### src/rtl/mc_ctrl_pkg.sv
// Package: shared encodings for the multicycle control sequencer.
// Holds the state codes, the opcodes it dispatches on, the cause codes and
// the control-word layout shared by the decode logic and the top.
package mc_ctrl_pkg;

    localparam int STATE_W = 4;
    localparam int OPC_W   = 6;

    // Fetch and decode keep codes 0 and 1; the rest are free choices.
    typedef enum logic [STATE_W-1:0] {
        ST_FETCH  = 4'd0,
        ST_DECODE = 4'd1,
        ST_ADDR   = 4'd2,
        ST_MRD    = 4'd3,
        ST_LDWB   = 4'd4,
        ST_MWR    = 4'd5,
        ST_REXE   = 4'd6,
        ST_RWB    = 4'd7,
        ST_BRANCH = 4'd8,
        ST_JUMP   = 4'd9,
        ST_EXC    = 4'd10
    } state_t;

    localparam logic [OPC_W-1:0] OPC_RTYPE = 6'b000000;
    localparam logic [OPC_W-1:0] OPC_LOAD  = 6'b100011;
    localparam logic [OPC_W-1:0] OPC_STORE = 6'b101011;
    localparam logic [OPC_W-1:0] OPC_BEQ   = 6'b000100;
    localparam logic [OPC_W-1:0] OPC_JUMP  = 6'b000010;

    // Cause identifiers, widened to the output width at the top.
    typedef enum logic {
        CZ_UNDEF = 1'b0,
        CZ_OVF   = 1'b1
    } cause_t;

    // Selector encodings.
    localparam logic [1:0] BSEL_BREG  = 2'b00;
    localparam logic [1:0] BSEL_FOUR  = 2'b01;
    localparam logic [1:0] BSEL_IMM   = 2'b10;
    localparam logic [1:0] BSEL_IMMSH = 2'b11;
    localparam logic [1:0] AOP_ADD    = 2'b00;
    localparam logic [1:0] AOP_SUB    = 2'b01;
    localparam logic [1:0] AOP_FUNCT  = 2'b10;
    localparam logic [1:0] PCS_ALU    = 2'b00;
    localparam logic [1:0] PCS_ALUOUT = 2'b01;
    localparam logic [1:0] PCS_JUMP   = 2'b10;
    localparam logic [1:0] PCS_VECTOR = 2'b11;

    typedef struct packed {
        logic       pc_wr;
        logic       pc_wr_cond;
        logic       addr_sel;
        logic       mem_rd;
        logic       mem_wr;
        logic       wb_from_mem;
        logic       ir_wr;
        logic       dst_sel;
        logic       reg_wr;
        logic       alu_a_sel;
        logic [1:0] alu_b_sel;
        logic [1:0] alu_op;
        logic [1:0] pc_src;
        logic       epc_wr;
        logic       cause_wr;
    } ctl_t;

endpackage

### src/rtl/mc_next_state.sv
// Module: next-state logic of the control sequencer.
// Purely combinational. It picks the following state from the current one,
// the opcode and the overflow flag. It also reports when the exception step
// is being entered and which cause applies.
// Assumes the opcode is stable from decode until the instruction retires.
module mc_next_state
    import mc_ctrl_pkg::*;
(
    input  state_t           cur_st,
    input  logic [OPC_W-1:0] opcode,
    input  logic             alu_ovf,
    output state_t           nxt_st,
    output logic             exc_enter,
    output cause_t           exc_cause
);

    // Dispatch table: one arm per state, illegal codes recover into fetch.
    always_comb begin
        nxt_st    = ST_FETCH;
        exc_enter = 1'b0;
        exc_cause = CZ_UNDEF;
        unique case (cur_st)
            ST_FETCH:  nxt_st = ST_DECODE;
            ST_DECODE: begin
                case (opcode)
                    OPC_LOAD,
                    OPC_STORE: nxt_st = ST_ADDR;
                    OPC_RTYPE: nxt_st = ST_REXE;
                    OPC_BEQ:   nxt_st = ST_BRANCH;
                    OPC_JUMP:  nxt_st = ST_JUMP;
                    default: begin
                        nxt_st    = ST_EXC;
                        exc_enter = 1'b1;
                        exc_cause = CZ_UNDEF;
                    end
                endcase
            end
            ST_ADDR:   nxt_st = (opcode == OPC_LOAD) ? ST_MRD : ST_MWR;
            ST_MRD:    nxt_st = ST_LDWB;
            ST_REXE: begin
                if (alu_ovf) begin
                    nxt_st    = ST_EXC;
                    exc_enter = 1'b1;
                    exc_cause = CZ_OVF;
                end else begin
                    nxt_st = ST_RWB;
                end
            end
            ST_LDWB, ST_MWR, ST_RWB, ST_BRANCH, ST_JUMP, ST_EXC:
                       nxt_st = ST_FETCH;
            default:   nxt_st = ST_FETCH;
        endcase
    end

endmodule

### src/rtl/mc_state_reg.sv
// Module: state and cause registers of the control sequencer.
// Holds the current state and the cause that was latched when the exception
// step was entered. The reset is synchronous and active low, and it forces
// the fetch state.
module mc_state_reg
    import mc_ctrl_pkg::*;
(
    input  logic   clk,
    input  logic   rst_n,
    input  state_t nxt_st,
    input  logic   exc_enter,
    input  cause_t exc_cause,
    output state_t cur_st,
    output cause_t cause_q
);

    // Advance the state every cycle; reset returns to fetch.
    always_ff @(posedge clk) begin
        if (!rst_n) cur_st <= ST_FETCH;
        else        cur_st <= nxt_st;
    end

    // Capture the cause only on entry to the exception step.
    always_ff @(posedge clk) begin
        if (!rst_n)         cause_q <= CZ_UNDEF;
        else if (exc_enter) cause_q <= exc_cause;
    end

endmodule

### src/rtl/mc_out_decode.sv
// Module: Moore output decode of the control sequencer.
// Maps the current state to a full control word. Every field starts at
// zero, so each state sets only the fields it uses. The cause code is
// widened to CAUSE_W and shown only in the exception step.
module mc_out_decode
    import mc_ctrl_pkg::*;
#(
    parameter int CAUSE_W = 32
) (
    input  state_t             cur_st,
    input  cause_t             cause_q,
    output ctl_t               ctl,
    output logic [CAUSE_W-1:0] cause_val
);

    // Per-state control word with zero defaults.
    always_comb begin
        ctl = '0;
        unique case (cur_st)
            ST_FETCH: begin
                ctl.mem_rd    = 1'b1;
                ctl.ir_wr     = 1'b1;
                ctl.pc_wr     = 1'b1;
                ctl.alu_b_sel = BSEL_FOUR;
                ctl.alu_op    = AOP_ADD;
                ctl.pc_src    = PCS_ALU;
            end
            ST_DECODE: begin
                ctl.alu_b_sel = BSEL_IMMSH;
                ctl.alu_op    = AOP_ADD;
            end
            ST_ADDR: begin
                ctl.alu_a_sel = 1'b1;
                ctl.alu_b_sel = BSEL_IMM;
                ctl.alu_op    = AOP_ADD;
            end
            ST_MRD: begin
                ctl.mem_rd   = 1'b1;
                ctl.addr_sel = 1'b1;
            end
            ST_LDWB: begin
                ctl.reg_wr      = 1'b1;
                ctl.wb_from_mem = 1'b1;
            end
            ST_MWR: begin
                ctl.mem_wr   = 1'b1;
                ctl.addr_sel = 1'b1;
            end
            ST_REXE: begin
                ctl.alu_a_sel = 1'b1;
                ctl.alu_b_sel = BSEL_BREG;
                ctl.alu_op    = AOP_FUNCT;
            end
            ST_RWB: begin
                ctl.reg_wr  = 1'b1;
                ctl.dst_sel = 1'b1;
            end
            ST_BRANCH: begin
                ctl.pc_wr_cond = 1'b1;
                ctl.alu_a_sel  = 1'b1;
                ctl.alu_b_sel  = BSEL_BREG;
                ctl.alu_op     = AOP_SUB;
                ctl.pc_src     = PCS_ALUOUT;
            end
            ST_JUMP: begin
                ctl.pc_wr  = 1'b1;
                ctl.pc_src = PCS_JUMP;
            end
            ST_EXC: begin
                ctl.epc_wr    = 1'b1;
                ctl.cause_wr  = 1'b1;
                ctl.pc_wr     = 1'b1;
                ctl.alu_b_sel = BSEL_FOUR;
                ctl.alu_op    = AOP_SUB;
                ctl.pc_src    = PCS_VECTOR;
            end
            default: ctl = '0;
        endcase
    end

    // Widen the latched cause; zero outside the exception step.
    generate
        if (CAUSE_W > 1) begin : g_wide
            assign cause_val = (cur_st == ST_EXC)
                             ? {{(CAUSE_W-1){1'b0}}, cause_q} : '0;
        end else begin : g_narrow
            assign cause_val = (cur_st == ST_EXC) ? cause_q : 1'b0;
        end
    endgenerate

endmodule

### src/rtl/mc_pc_gate.sv
// Module: program-counter enable merge.
// Combines the unconditional write with the branch write that is qualified
// by the ALU zero flag. Assumes zero is valid in the branch step.
module mc_pc_gate (
    input  logic pc_wr,
    input  logic pc_wr_cond,
    input  logic alu_zero,
    output logic pc_en
);

    // Either write source enables the program counter.
    always_comb pc_en = pc_wr | (pc_wr_cond & alu_zero);

endmodule

### src/rtl/mc_ctrl_fsm.sv
// Module: top of the multicycle processor control sequencer.
// Joins the next-state logic, the state registers, the Moore output decode
// and the PC enable merge. Outputs depend on state only, except pc_en,
// which also sees alu_zero. Assumes the opcode input comes from the
// instruction register, written at the end of fetch.
module mc_ctrl_fsm
    import mc_ctrl_pkg::*;
#(
    parameter int CAUSE_W = 32
) (
    input  logic               clk,
    input  logic               rst_n,
    input  logic [5:0]         opcode,
    input  logic               alu_zero,
    input  logic               alu_ovf,
    output logic               pc_wr,
    output logic               pc_wr_cond,
    output logic               addr_sel,
    output logic               mem_rd,
    output logic               mem_wr,
    output logic               wb_from_mem,
    output logic               ir_wr,
    output logic               dst_sel,
    output logic               reg_wr,
    output logic               alu_a_sel,
    output logic [1:0]         alu_b_sel,
    output logic [1:0]         alu_op,
    output logic [1:0]         pc_src,
    output logic               epc_wr,
    output logic               cause_wr,
    output logic [CAUSE_W-1:0] cause_val,
    output logic               pc_en
);

    state_t cur_st;
    state_t nxt_st;
    logic   exc_enter;
    cause_t exc_cause;
    cause_t cause_q;
    ctl_t   ctl;

    mc_next_state u_next (
        .cur_st    (cur_st),
        .opcode    (opcode),
        .alu_ovf   (alu_ovf),
        .nxt_st    (nxt_st),
        .exc_enter (exc_enter),
        .exc_cause (exc_cause)
    );

    mc_state_reg u_regs (
        .clk       (clk),
        .rst_n     (rst_n),
        .nxt_st    (nxt_st),
        .exc_enter (exc_enter),
        .exc_cause (exc_cause),
        .cur_st    (cur_st),
        .cause_q   (cause_q)
    );

    mc_out_decode #(.CAUSE_W(CAUSE_W)) u_dec (
        .cur_st    (cur_st),
        .cause_q   (cause_q),
        .ctl       (ctl),
        .cause_val (cause_val)
    );

    mc_pc_gate u_gate (
        .pc_wr      (ctl.pc_wr),
        .pc_wr_cond (ctl.pc_wr_cond),
        .alu_zero   (alu_zero),
        .pc_en      (pc_en)
    );

    // Fan the control word out to the ports.
    always_comb begin
        pc_wr       = ctl.pc_wr;
        pc_wr_cond  = ctl.pc_wr_cond;
        addr_sel    = ctl.addr_sel;
        mem_rd      = ctl.mem_rd;
        mem_wr      = ctl.mem_wr;
        wb_from_mem = ctl.wb_from_mem;
        ir_wr       = ctl.ir_wr;
        dst_sel     = ctl.dst_sel;
        reg_wr      = ctl.reg_wr;
        alu_a_sel   = ctl.alu_a_sel;
        alu_b_sel   = ctl.alu_b_sel;
        alu_op      = ctl.alu_op;
        pc_src      = ctl.pc_src;
        epc_wr      = ctl.epc_wr;
        cause_wr    = ctl.cause_wr;
    end

endmodule

### config.mk
export PLATFORM = sky130hd
export DESIGN_NAME = mc_ctrl_fsm
export DESIGN_NICKNAME = d
export VERILOG_FILES = /design/src/rtl/mc_ctrl_pkg.sv /design/src/rtl/mc_next_state.sv /design/src/rtl/mc_state_reg.sv /design/src/rtl/mc_out_decode.sv /design/src/rtl/mc_pc_gate.sv /design/src/rtl/mc_ctrl_fsm.sv
export SDC_FILE = /design/constraint.sdc
export NUM_CORES = 1
export LEC_CHECK = 0
export BUFFER_PORTS_ARGS = -buffer_cell sky130_fd_sc_hd__buf_2
export CAP_MARGIN = 25
export CORE_MARGIN = 10
export CORE_UTILIZATION = 23
export CTS_BUF_LIST = sky130_fd_sc_hd__clkbuf_8
export DETAILED_ROUTE_END_ITERATION = 7
export GPL_ROUTABILITY_DRIVEN = 0
export PLACE_DENSITY_LB_ADDON = 0.15
export SYNTH_ARGS = -nofsm -noshare
export SYNTH_HDL_FRONTEND = slang
export SYNTH_SLANG_ARGS = --single-unit
export TNS_END_PERCENT = 50
### constraint.sdc
create_clock -name clk -period 2.62 [get_ports clk]
set_input_delay 0 -clock clk [delete_from_list [all_inputs] [get_ports clk]]
set_output_delay 0 -clock clk [all_outputs]
set_load 0.02 [all_outputs]
Word-level counts from Yosys, hierarchy flattened
Index checks and enable logic that the tools add are counted.
Operators by class
  equal/unequal tests: 14
  multiplexer cells: 22
  bitwise gates (word level): 2
  reductions and logical operators: 9
Operator list (count)
  case mux 4 bit (6 select lines): 1
  case mux 4 bit (5 select lines): 1
  == test 4 x 3 -> 1 bit, second input constant: 4
  case mux 4 bit (4 select lines): 1
  two-way mux 1 bit: 14
  == test 4 bit, second input constant: 3
  == test 6 bit, second input constant: 2
  == test 4 x 2 -> 1 bit, second input constant: 2
  OR reduction 2 bit: 4
  == test 6 x 2 -> 1 bit, second input constant: 1
  == test 6 x 3 -> 1 bit, second input constant: 1
  logical NOT 6 bit: 1
  case mux 2 bit (3 select lines): 1
  OR reduction 3 bit: 2
  OR reduction 5 bit: 1
  == test 4 x 1 -> 1 bit, second input constant: 1
  logical NOT 4 bit: 1
  two-way mux 4 bit: 1
  two-way mux 3 bit: 1
  two-way mux 2 bit: 1
  case mux 1 bit (2 select lines): 1
  AND 1 bit: 1
  bitwise OR 1 bit: 1
Word-level totals
  register bits after elaboration: 5
  bits of input ports: 10
  output and inout port bits: 51

Depth between registers and ports, before layout
Gate-level depths: netlist of the first run.
  word-level depth: 4
  depth in mapped cells: 5

Modules after synthesis
From an unflattened synthesis of the first run, not the netlist that was laid out.
Unflattened totals
  cell total of the unflattened synthesis: 106
  area total of the unflattened synthesis: 823.3 sq um
Modules (own cells, without submodules)
  mc_out_decode: instances 1, cells each 67, area each 485.5 sq um
  mc_next_state: instances 1, cells each 27, area each 188.9 sq um
  mc_state_reg: instances 1, cells each 11, area each 141.4 sq um
  mc_pc_gate: instances 1, cells each 1, area each 7.5 sq um

Worst setup path before layout of the first run
No wires, ideal clock.
  kind: register -> output
  start point: register u_regs.cur_st[3]
  end point: output port pc_wr
  arrival time: 1.579 ns
  required time: 2.620 ns
  slack: 1.041 ns
  stages on the path, launching flop included: 4
  path buffers: 1
  cells stage by stage: dfxtp_1 -> clkbuf_1 -> nor4_1 -> or2_2
On the way
  longest elaborated chain between the ends: 3
Ends and longest elaborated chain
  from (decl): line mc_state_reg.sv:13  | output state_t cur_st,
  from (signal assigned): line mc_state_reg.sv:20  | else cur_st <= nxt_st;
  == test 4 bit / logical NOT 4 bit (equally long branches): line mc_out_decode.sv:19  | unique case (cur_st)
  OR reduction 3 bit (no source line) *
  two-way mux 1 bit *: line mc_out_decode.sv:19
  to (decl): line mc_ctrl_fsm.sv:16  | output logic pc_wr,
Every way passes the cells marked *; elsewhere a longest branch is shown, timed or not.

Worst setup path in the final report of the first run
  start point: register u_regs.cur_st[0]
  end point: output port pc_wr
Same word-level chain as after synthesis.

==> results.txt, run 1 <==
DP HPWL: 1780 um
Routed Antenna Nets: 0
Post-layout min period: 1.78 ns
Switching Power: 0.275 mW
Final setup TNS: 0 ns
GRT overflow: 0
Synth warn: 0
Count of different cell masters after synthesis: 32
FF-to-FF End: u_regs.cur_st[3]
Port bufs: 29
R2r setup slk: 1.16 ns
Die width: 78.2 um
First-pass GRT wire length: 3090 um
CTS tree: yes
Post-synthesis cell area: 779 um2
CP Max Fanout: 18
Row count: 21
Initial Utilization: 0.235
CTS resizes: 0
Worst Path Required: 2.62 ns
Sw Share: 0.487
WP data arrival: 1.78 ns
TritonCTS Buffers: 3
Total routed wirelength: 2040 um
Slew Limit Fails: 0
Final Setup Violations: 0
Root buffer cell: clkbuf_8
Vias per cell: 3.83
Kind of critical path: register to primary output
Max Root-Sink Buffers: 2
Mean post-synth cell area: 7.29 um2
Sequential power share: 0.225
Layout cell share with drive strength beyond 1: 0.301
Slew Limit Headroom: 0.650
Slew @ Worst Pin: 0.525 ns
CP startpoint kind: register
Setup Fix Bufs, Post-CTS: 0
Drt initial violations: 7
Min-delay src: rst_n
Clock-pin transition on the worst setup and hold timing paths: 0.03 ns
Combinational power share: 0.536
Hold depth: 3
Yosys reg bits: 5
Min-Delay Path Class: input pin to register
Clk network pwr share: 0.238
Vias in the first global route: 702
Pwr per Cell Area: 665 mW/mm2
Die H: 78.2 um
Mapped Cells: 107
Setup crit end kind: primary output
Worst vdd ir: 0.000121 V
Area delta synth->final: 8.83%
Total die area: 0.00612 mm2
Worst reg2reg path depth: 3
IO Pins: 61
Largest net degree at the start of global routing: 19
Pre-antenna DRT Iters: 4
Cts hold-fix bufs: 0
Core area: 0.00331 mm2
Status: finished, final reports clean
Hold slack: 0.0348 ns
Max-cap violations: 0
DR vias: 686
Clock sinks: 5
Cell Int Power: 0.289 mW
LEAKAGE: 0.430 nW
Layout net count: 144
Clk_skew: 0.000121 ns
Register area share after synthesis: 0.128
Period utilization: 0.680
Final hold violation count: 0
Number of H-tree levels: 1
# fillers: 390
Initial antenna violation count: 0
Worst skew pair latency: 0.22 ns
Final core utilization: 0.256
DRC viols: 0
Unrepaired setup endpoints after global routing: no
Fmax: 562 MHz
All-Layer GR Usage: 0.0577
N_diodes: 0
RR Startpoint: u_regs.cur_st[0]
Worst hold path endpoint: u_regs.cause_q
Wire per inst: 11.4 um
==> layer usage <==
| layer | vias to the layer above | part of all wire | global-route usage |
|---|---|---|---|
| li1 | 351 | - | - |
| met1 | 298 | 0.41 | 0.0570 |
| met2 | 37 | 0.51 | 0.111 |
| met3 | 0 | 0.082 | 0.0159 |
| met4 | 0 | 0 | 0.0215 |
| met5 | - | 0 | 0 |
==> cell usage in the layout, fill, tap and decap left out, types with 3 or more instances in the layout <==
cell / count
nand2b_1: 5
nand3_1: 4
nor3_1: 5
conb_1: 31
buf_2: 29
a21oi_1: 4
dfxtp_1: 5
nor2_1: 14
nand2_1: 3
clkbuf_8: 3
==> synthesized netlist by cell type, drive strengths merged <==
cell    count  area (um2)
buf        35         274
nor2       14        52.6
dfxtp       5         100
nand2b      5        31.3
nor3        5        25.0
a21oi       4        20.0
nand3       4        20.0
nand2       3        11.3
a211oi      2        15.0
a21o        2        15.0
a31oi       2        12.5
and2b       2        17.5
clkbuf      2        17.5
nand4b      2        17.5
nor3b       2        15.0
nor4        2        12.5
o21ai       2        10.0
or3         2        13.8
xnor2       2        17.5
a21boi      1        11.3
and2        1        6.26
conb        1        3.75
inv         1        3.75
nor2b       1        6.26
o211ai      1        7.51
o311ai      1        16.3
or2         1        6.26
or2b        1        8.76
or4         1        11.3
==> power by group through the flow <==
stage	Combinational, mW	Sequential [mW]	Clock [mW]
after floorplan	0.305	0.0965	0
after global placement	0.306	0.129	0
after detailed placement	0.304	0.128	0
after CTS	0.305	0.127	0.138
after global routing	0.330	0.133	0.145
final	0.303	0.127	0.135
==> layout make-up <==
type | count | area [um2] | share of cell area
Multi-Input combinational cell | 94 | 497 | 0.586
Timing Repair Buffer | 29 | 145 | 0.171
Sequential cell | 5 | 100 | 0.118
Tap cell | 46 | 57.6 | 0.0678
Clock buffer | 3 | 41.3 | 0.0487
Clock inverter | 1 | 3.75 | 0.00442
Inverter | 1 | 3.75 | 0.00442
==> how the worst max path moves through the flow <==
stage / from / to / slack, ns / cells after the start
2_1_floorplan: u_regs.cur_st[3] / pc_wr / 1.04 / 3
3_3_place_gp: u_regs.cur_st[0] / pc_wr / 1.08 / 5
3_5_place_dp: u_regs.cur_st[0] / pc_wr / 1.05 / 5
4_1_cts: u_regs.cur_st[0] / pc_wr / 0.83 / 5
5_1_grt: u_regs.cur_st[0] / pc_wr / 0.69 / 5
6_report: u_regs.cur_st[0] / pc_wr / 0.84 / 5
==> critical path: stages (launching register included) <==
cell and delay [ns]:
dfxtp_1 0.63, and2b_2 0.31, nor2_1 0.14, nor2_1 0.06, or2_2 0.26, buf_2 0.16
==> flip-flops by register name (all words and copies together) (netlist names) <==
| register | count |
|---|---|
| u_regs.cur_st | 4 |
| u_regs.cause_q | 1 |
==> stage by stage <==
step           total power, mW  setup WS [ns]  cells  area, um2
2_1_floorplan            0.402           1.04    137        892
3_3_place_gp             0.434           1.08    175        803
3_5_place_dp             0.432           1.05    175        803
4_1_cts                  0.570          0.825    179        848
5_1_grt                  0.608          0.686    179        848
6_report                 0.564          0.840    179        848
==> kinds of logic after synthesis <==
family                    after synthesis  share of synthesized area
and+or+nand+nor                        46                      0.327
buffers and inverters                  38                      0.379
AOI/OAI and AO/OA                      15                      0.138
DFF                                     5                      0.128
other                                   1                    0.00481
xor gates and xnor gates                2                     0.0225
Note: power is estimated with default switching activity, not from simulation.
==> run 2, diff against run 1 <==
--- a/config.mk
+++ b/config.mk
@@ -5,6 +5,7 @@
 export SDC_FILE = /design/constraint.sdc
 export NUM_CORES = 1
 export LEC_CHECK = 0
+export ABC_AREA = 1
 export BUFFER_PORTS_ARGS = -buffer_cell sky130_fd_sc_hd__buf_2
 export CAP_MARGIN = 25
 export CORE_MARGIN = 10
==> constraint.sdc (replaced) <==
create_clock -name clk -period 1.8 [get_ports clk]
set_input_delay 0 -clock clk [delete_from_list [all_inputs] [get_ports clk]]
set_output_delay 0 -clock clk [all_outputs]
set_load 0.02 [all_outputs]
==> run 2 against run 1 <==
Via count grew 1.5%. First-iteration DRC count rose to 7.0 times the previous value. Setup slack lost 0.47 ns. Sequential share of layout area grew 0.70 points. Synthesized area decreased by 12%. Critical endpoint is now alu_b_sel[0].
==> results.txt, run 2 <==
Clk_skew: 0.000122 ns
Yosys reg bits: 5
Register area share after synthesis: 0.145
Placement Setup Slack: 0.575 ns
Period utilization: 0.797
Die width: 74.8 um
Initial Utilization: 0.246
Post-synth EDFFs: 0
DRC viols: 0
Die H: 74.8 um
Worst hold path endpoint: u_regs.cause_q
DP HPWL: 1850 um
Reg area: 100 um2
Final hold violation count: 0
Mapped Cells: 118
Row count: 19
Leading cell types by total area after synthesis: buf_4, dfxtp_1, nor2_1
Count of different cell masters after synthesis: 17
N_diodes: 0
Clock-pin transition on the worst setup and hold timing paths: 0.03 ns
IO Pins: 61
Pwr per Cell Area: 1280 mW/mm2
Core area: 0.00281 mm2
CP peak stage delay: 0.41 ns
RR Startpoint: u_regs.cur_st[3]
Top flop regs: u_regs.cur_st: 4 flops, u_regs.cause_q: 1 flops
Final Setup Violations: 0
Routed Antenna Nets: 0
Max-cap violations: 0
Post-synth top area cell: buf_4
Vias in the first global route: 676
Worst reg2reg path depth: 6
First-pass GRT wire length: 3020 um
CP Depth: 7
Worst vdd ir: 0.000246 V
Most frequent cell after synthesis: buf_4
Total routed wirelength: 2020 um
CP top delay family: flip-flops
# fillers: 327
FF-to-FF End: u_regs.cause_q
Multi-input logic area: 390 um2
Area delta synth->final: 16.2%
Number of H-tree levels: 1
Slew Limit Fails: 0
GRT overflow: 0
Total die area: 0.00559 mm2
Mean post-synth cell area: 5.84 um2
Vias per cell: 3.85
CTS tree: yes
Max Root-Sink Buffers: 2
All-Layer GR Usage: 0.0683
Post-layout min period: 1.43 ns
Layout net count: 161
Commonest non-fill, non-tap cell in the layout: conb_1
Most frequent cells in the layout: conb_1, buf_2, nor2_1, inv_1, nand2_1
Root buffer cell: clkbuf_8
Wire per inst: 11.2 um
Status: finished, final reports clean
Post-synthesis cell area: 689 um2
FFs w/ async S/R, synth: 0
Crit path buffers/inverters: 4
Hold depth: 3
Fmax: 697 MHz
Min-Delay Path Class: input pin to register
Final setup TNS: 0 ns
Worst skew pair latency: 0.22 ns
Unrepaired setup endpoints after global routing: no
Post-synth top cells: buf_4, nor2_1, inv_1
LEAKAGE: 0.510 nW
Worst Path Required: 1.80 ns
Min-delay src: alu_ovf
R2r setup slk: 0.59 ns
Kind of critical path: register to primary output
Pre-antenna DRT Iters: 4
Setup crit end kind: primary output
Cts hold-fix bufs: 1
Worst path cell trace: inv_2 > nor2_2 > inv_2 > nor2_1 > inv_2 > o21ai_0 > buf_2
Post-synth top area share: 0.348
Synth warn: 0
Initial antenna violation count: 0
Setup Fix Bufs, Post-CTS: 0
CTS resizes: 0
Layout cell share with drive strength beyond 1: 0.293
Largest register FFs: 4
DR vias: 696
Clock sinks: 5
TritonCTS Buffers: 3
Largest Register: u_regs.cur_st
WP data arrival: 1.43 ns
Setup slack after layout: 0.366 ns
Cell mode on critical path: inv_2
Slowest CP cell: dfxtp_1
Main flop type after synthesis: dfxtp_1
CP startpoint kind: register
CP Max Fanout: 5
Largest net degree at the start of global routing: 8
Port bufs: 29
Drt initial violations: 49
## run 2: worst min-delay path, cell delays in order
cell and delay (ns):
buf_2 0.12, nand2_1 0.08, a21oi_1 0.06
## run 2: area by class of cell
| class | instances | area share |
|---|---|---|
| inverter | 19 | 0.0891 |
| timing repair buffer | 30 | 0.194 |
| tap | 31 | 0.0484 |
| clock buffer | 3 | 0.0516 |
| multi-input combinational | 92 | 0.487 |
| sequential | 5 | 0.125 |
| clock inverter | 1 | 0.00469 |
## run 2: where the power goes
part | internal [mW] | total [mW] | switching (mW)
combinational | 0.182 | 0.652 | 0.470
clock | 0.146 | 0.201 | 0.0544
sequential | 0.135 | 0.169 | 0.0335
## run 2: cells by family after synthesis
logic type | after synthesis | share of synthesized area
other cells | 1 | 0.00544
simple gates | 48 | 0.296
compound gates | 13 | 0.102
flops | 5 | 0.145
buf+inv | 51 | 0.452
## run 2: through the flow
stage | instance area, um2 | instances | util | power, mW | hold WS [ns]
after floorplan | 802 | 148 | - | 0.680 | 0.0976
after CTS | 801 | 181 | 0.285 | 1.04 | 0.0824
after detailed placement | 746 | 176 | 0.266 | 0.826 | 0.215
final | 801 | 181 | 0.285 | 1.02 | 0.0876
after global routing | 801 | 181 | 0.285 | 1.12 | 0.115
after global placement | 746 | 176 | 0.266 | 0.832 | 0.207
## run 2: metal layers
metal | vias up | share of wire | global-route usage
li1 | 362 | - | -
met1 | 282 | 0.44 | 0.0810
met2 | 48 | 0.40 | 0.0970
met3 | 4 | 0.14 | 0.0315
met4 | 0 | 0.018 | 0.0441
met5 | - | 0 | 0
## run 2: worst max-delay path by stage
stage / end / slack (ns) / start
final: alu_b_sel[0] / 0.37 / u_regs.cur_st[1]
after global routing: alu_b_sel[0] / 0.15 / u_regs.cur_st[1]
after CTS: alu_b_sel[0] / 0.33 / u_regs.cur_st[1]
after detailed placement: alu_b_sel[0] / 0.58 / u_regs.cur_st[1]
after global placement: u_regs.cause_q / 0.54 / u_regs.cur_st[3]
after floorplan: pc_en / 0.43 / u_regs.cur_st[3]
